===== config.mk =====
export PLATFORM = sky130hd
export DESIGN_NAME = tcam_lpm
export DESIGN_NICKNAME = d
export VERILOG_FILES = /design/src/rtl/tcam_lpm.sv
export SDC_FILE = /design/constraint.sdc
export NUM_CORES = 1
export LEC_CHECK = 0
export ABC_AREA = 1
export BUFFER_PORTS_ARGS = -buffer_cell sky130_fd_sc_hd__buf_2
export CAP_MARGIN = 20
export CORE_MARGIN = 2
export CORE_UTILIZATION = 35
export DETAILED_ROUTE_END_ITERATION = 7
export SLEW_MARGIN = 20
export SYNTH_ARGS = -nofsm -noshare
export SYNTH_HDL_FRONTEND = slang
export SYNTH_SLANG_ARGS = --single-unit

===== constraint.sdc =====
create_clock -name clk -period 20.3 [get_ports clk]
set_clock_uncertainty 0.05 [all_clocks]
set_input_delay 1.015 -clock clk [delete_from_list [all_inputs] [get_ports clk]]
set_output_delay 1.015 -clock clk [all_outputs]
set_load 0.02 [all_outputs]

===== src/rtl/tcam_lpm.sv =====
module tcam_lpm #(
  parameter int SLOTS = 8,
  parameter int WIDTH = 16,
  parameter int IDX_W = (SLOTS > 1) ? $clog2(SLOTS) : 1
) (
  input  logic             clk,
  input  logic             rst_n,
  input  logic             wr_en,
  input  logic [IDX_W-1:0] wr_slot,
  input  logic [WIDTH-1:0] wr_value,
  input  logic [WIDTH-1:0] wr_care,
  input  logic             wr_valid,
  input  logic             srch_en,
  input  logic [WIDTH-1:0] srch_key,
  output logic             res_valid,
  output logic             res_hit,
  output logic [IDX_W-1:0] res_idx
);
  localparam int LEN_W = $clog2(WIDTH + 1);

  logic [WIDTH-1:0] val_q  [SLOTS];
  logic [WIDTH-1:0] care_q [SLOTS];
  logic [SLOTS-1:0] vld_q;
  logic [SLOTS-1:0] match_vec;
  logic [LEN_W-1:0] len    [SLOTS];

  logic             best_hit;
  logic [IDX_W-1:0] best_idx;
  logic [LEN_W-1:0] best_len;

  always_ff @(posedge clk) begin
    if (wr_en) begin
      val_q[wr_slot]  <= wr_value & wr_care;
      care_q[wr_slot] <= wr_care;
    end
  end

  always_ff @(posedge clk or negedge rst_n) begin
    if (!rst_n) vld_q <= '0;
    else if (wr_en) vld_q[wr_slot] <= wr_valid;
  end

  for (genvar s = 0; s < SLOTS; s++) begin : g_slot
    assign match_vec[s] = vld_q[s] && (((srch_key ^ val_q[s]) & care_q[s]) == '0);
    assign len[s]       = LEN_W'($countones(care_q[s]));
  end

  always_comb begin
    best_hit = 1'b0;
    best_idx = '0;
    best_len = '0;
    for (int i = 0; i < SLOTS; i++) begin
      if (match_vec[i] && (!best_hit || len[i] > best_len)) begin
        best_hit = 1'b1;
        best_idx = IDX_W'(i);
        best_len = len[i];
      end
    end
  end

  always_ff @(posedge clk or negedge rst_n) begin
    if (!rst_n) begin
      res_valid <= 1'b0;
      res_hit   <= 1'b0;
      res_idx   <= '0;
    end else begin
      res_valid <= srch_en;
      if (srch_en) begin
        res_hit <= best_hit;
        res_idx <= best_idx;
      end
    end
  end

  // a miss reports index zero
  p_idx_zero_on_miss_r7: assert property (@(posedge clk) disable iff (!rst_n)
    !res_hit |-> res_idx == '0);

  // result pulse follows the strobe by one edge
  p_result_follows_strobe_r2: assert property (@(posedge clk) disable iff (!rst_n)
    srch_en |=> res_valid);
  p_no_result_without_strobe_r2: assert property (@(posedge clk) disable iff (!rst_n)
    !srch_en |=> !res_valid);

  // a reported winner hit on the contents it was searched against
  p_winner_hit_r3: assert property (@(posedge clk) disable iff (!rst_n)
    srch_en |=> !res_hit || ((($past(match_vec) >> res_idx) & SLOTS'(1)) != '0));

  // no hitting slot means a miss
  p_empty_is_miss_r4: assert property (@(posedge clk) disable iff (!rst_n)
    (srch_en && match_vec == '0) |=> !res_hit);

  // outputs hold between searches
  p_hold_when_idle_r9: assert property (@(posedge clk) disable iff (!rst_n)
    !srch_en |=> $stable(res_hit) && $stable(res_idx));
endmodule


==> out/summary.log <==
INFO  run_status     run_status=finished clean
INFO  setup_path     critPathArrivalTime=12.76ns
INFO  clock_tree     clock_tree.buffer_depth=3
INFO  setup_path     ff2ff_path_depth=81
INFO  place          post-dp-hpwl=31.0mm
INFO  detailed_routing first_iter_violations=751
INFO  timing         setup_tns=0ns
INFO  detailed_routing routed_wirelength=38.9mm
INFO  cells_and_area most-common-layout-cells=297 x nand2_1, 256 x edfxtp_1, 253 x inv_1
INFO  detailed_routing route.detailed.wl_per_inst=17.8um
INFO  clock_tree     postCtsSetupRepairBufs=0
INFO  synth          synthFlopType=edfxtp_1
INFO  setup_path     critical_path.startpoint_type=flop
INFO  clock_tree     clk_root_buffer_cell=clkbuf_16
INFO  pwr            leakage=7.48nW
INFO  synth          synth_seq_cells=269
INFO  cells_and_area area.growth.synth_to_final=12.5%
INFO  floorplanning  initial_utilization=35.3%
INFO  setup_path     cp_common_cell=nand2_1
INFO  floorplanning  die-area=0.0461sqmm
INFO  global_routing global_route.overflow_total=0
INFO  pwr            cellPowerDensity=90.6mW/mm^2
INFO  clock_tree     clkSinkCount=269
INFO  detailed_routing detail_route.first_pass.iterations=5
INFO  place          globalplace.congestion=0.894
INFO  clock_tree     htree_levels=1
INFO  global_routing grt.total_usage=17.0%
INFO  floorplanning  die_h=215um
INFO  worst_hold_path tightest_hold_check_type=in2async
INFO  clock_tree     cts-buffers-inserted=28
INFO  cells_and_area layout.cells.most_common=nand2_1
INFO  timing         report.final.slew_viol_count=0
INFO  setup_path     setup.reg_to_reg.worst_slack=7.92ns
INFO  place          place_worst_setup_slack=7.99ns
INFO  detailed_routing detail-route-antenna-nets=0
INFO  floorplanning  core=0.0440sqmm
INFO  global_routing antenna_found_initial=1
INFO  setup_path     biggest_cell_delay_along_the_critical_path=0.64ns
INFO  synth          synthDistinctLibCells=49
INFO  cells_and_area insertedDiodeCount=0
INFO  clock_tree     tritoncts=done
INFO  timing         max_freq=80.8MHz
INFO  global_routing grt_first_pass_wirelength=59.5mm
INFO  cells_and_area finalNetCount=1783
INFO  floorplanning  die-width=215um
INFO  setup_path     crit-reg2reg-capture=res_idx[1]$_DFFE_PN0P_
INFO  synth          mappedNetlistNets=1713
INFO  run            timing.max_cap.violations=0
INFO  timing         max_slew_margin=30.1%
INFO  cells_and_area fraction_of_final_layout_cells_with_drive_strength_greater_than_1=10.9%
INFO  timing         worst_pin_slew=1.04ns
INFO  synth          syn-instance-count=1502
INFO  detailed_routing route.detailed.vias_per_inst=4.70
INFO  setup_path     cp_top_family=adder cells
INFO  synth          yosysSeqAreaShare=51.6%
INFO  pwr            irDropWorstVdd=68.3uV
INFO  timing         setup_viol_count_final=0
INFO  detailed_routing num_vias=10265
INFO  timing         fin_worst_hold_slack=0.385ns
INFO  synth          netlist_area=0.0155sqmm
INFO  cells_and_area fill_cells=4260
INFO  timing         finalCriticalPeriod=12.38ns
INFO  clock_tree     hold_buffers=0
INFO  global_routing grt_max_degree=35
INFO  setup_path     critical_path_buf_inv_count=9
INFO  setup_path     crit_fanout=11
INFO  setup_path     cpMaxStageDelayCell=fa_1
INFO  setup_path     worst_ep_required_time=20.68ns
INFO  setup_path     reg2reg_from=care_q[0][15]$_DFFE_PP_
INFO  floorplanning  floorplan.io_pins=61
INFO  synth          synth_edf_count=256
INFO  detailed_routing post_route_drc_violation_count=0
INFO  timing         postLayoutSetupSlackWorst=7.92ns
INFO  clock_tree     worst_skew_pair.late_latency=0.55ns
INFO  timing         final.period_utilization=61.0%
INFO  global_routing grt_pass1_vias=10248
INFO  clock_tree     cts-resized-gates=0
INFO  floorplanning  std_cell_rows=77
INFO  setup_path     path_class=reg2reg
INFO  place          place.port_buffers=60
INFO  synth          postSynth.asyncResetShare=4.83%
INFO  timing         grt_setup_unrepaired=false
INFO  synth          yosysWarnings=0
INFO  setup_path     critical_path.endpoint_type=flop
INFO  clock_tree     reg_clk_slew_reported_paths=0.06ns
INFO  synth          postSynthAreaPerCell=10.3squm
INFO  timing         hold_viol_final=0
-- synth_stat cells (10+ instances only) --
master    instances  share of area (%)
ha_1             75                6.0
or2_2            10               0.40
inv_1           253                6.1
nand2_1         297                7.2
dfrtp_1          13                2.1
nand3_1          82                2.6
nor3_1           10               0.32
nor2_1          142                3.4
nand3_2          10               0.64
fa_1             80                 10
o22ai_1          17               0.68
nand2_2          19               0.77
a21oi_1          48                1.5
xor2_1           20                1.1
o21ai_0          50                1.6
a21o_1           10               0.48
edfxtp_1        256                 49
-- final cells by class --
cell class | count | area [sq um] | share of cell area (%)
Clock inverter | 12 | 210 | 1.20
Inverter | 261 | 980 | 5.60
Multi-Input combinational cell | 951 | 6430 | 36.8
Timing Repair Buffer | 61 | 320 | 1.83
Sequential cell | 269 | 8010 | 45.8
Tap cell | 592 | 741 | 4.24
Clock buffer | 40 | 787 | 4.50
-- flip-flops by register name, indices dropped and copies added (netlist names) --
name,cells
val_q,128
res_valid,1
care_q,128
vld_q,8
res_hit,1
res_idx,3
-- cell families (layout without fill, tap and decap cells) --
logic type,count (synthesis),in the layout,synth area share (%)
DFF,269,269,51.6
adders and majority gates,155,155,16.4
and+or+nand+nor,622,622,17.8
muxes,1,1,0.0725
buffers and inverters,282,374,7.40
xor gates and xnor gates,23,23,1.30
AOI/OAI and AO/OA,150,150,5.49
-- worst max path at each step --
stage | start | to | slack (ns) | cells past startpoint
6_report | care_q[0][15]$_DFFE_PP_ | res_idx[1]$_DFFE_PN0P_ | 7.92 | 81
5_1_grt | care_q[0][15]$_DFFE_PP_ | res_idx[1]$_DFFE_PN0P_ | 6.63 | 80
4_1_cts | care_q[0][15]$_DFFE_PP_ | res_idx[1]$_DFFE_PN0P_ | 7.98 | 80
3_5_place_dp | care_q[0][15]$_DFFE_PP_ | res_idx[1]$_DFFE_PN0P_ | 7.99 | 80
3_3_place_gp | care_q[0][15]$_DFFE_PP_ | res_idx[1]$_DFFE_PN0P_ | 8.44 | 80
2_1_floorplan | care_q[0][1]$_DFFE_PP_ | res_idx[1]$_DFFE_PN0P_ | 9.39 | 81
-- stage by stage --
step	instance area [sq um]	instances	power [mW]	utilization (%)
after floorplan	15500	1502	0.924	-
after global placement	16500	2133	1.02	37.4
after detailed placement	16500	2133	1.04	37.4
after CTS	17500	2185	1.59	39.7
after global routing	17500	2186	1.67	39.7
final	17500	2186	1.58	39.7
-- report_power, final --
group | internal [mW] | switching (mW) | leakage, nW | total, mW
sequential | 0.630 | 0.0107 | 2.35 | 0.641
combinational | 0.152 | 0.231 | 4.64 | 0.383
clock | 0.345 | 0.214 | 0.484 | 0.559
total | 1.13 | 0.456 | 7.48 | 1.58
-- routing by layer --
| layer | vias up | wire, um | global-route usage [%] |
|---|---|---|---|
| met4 | 2 | 552 | 3.47 |
| met1 | 4909 | 17400 | 23.3 |
| met2 | 253 | 18800 | 28.9 |
| met5 | - | 16 | 0 |
| li1 | 5066 | - | - |
| met3 | 35 | 2180 | 2.31 |
Power figures use the tool's default switching activity.
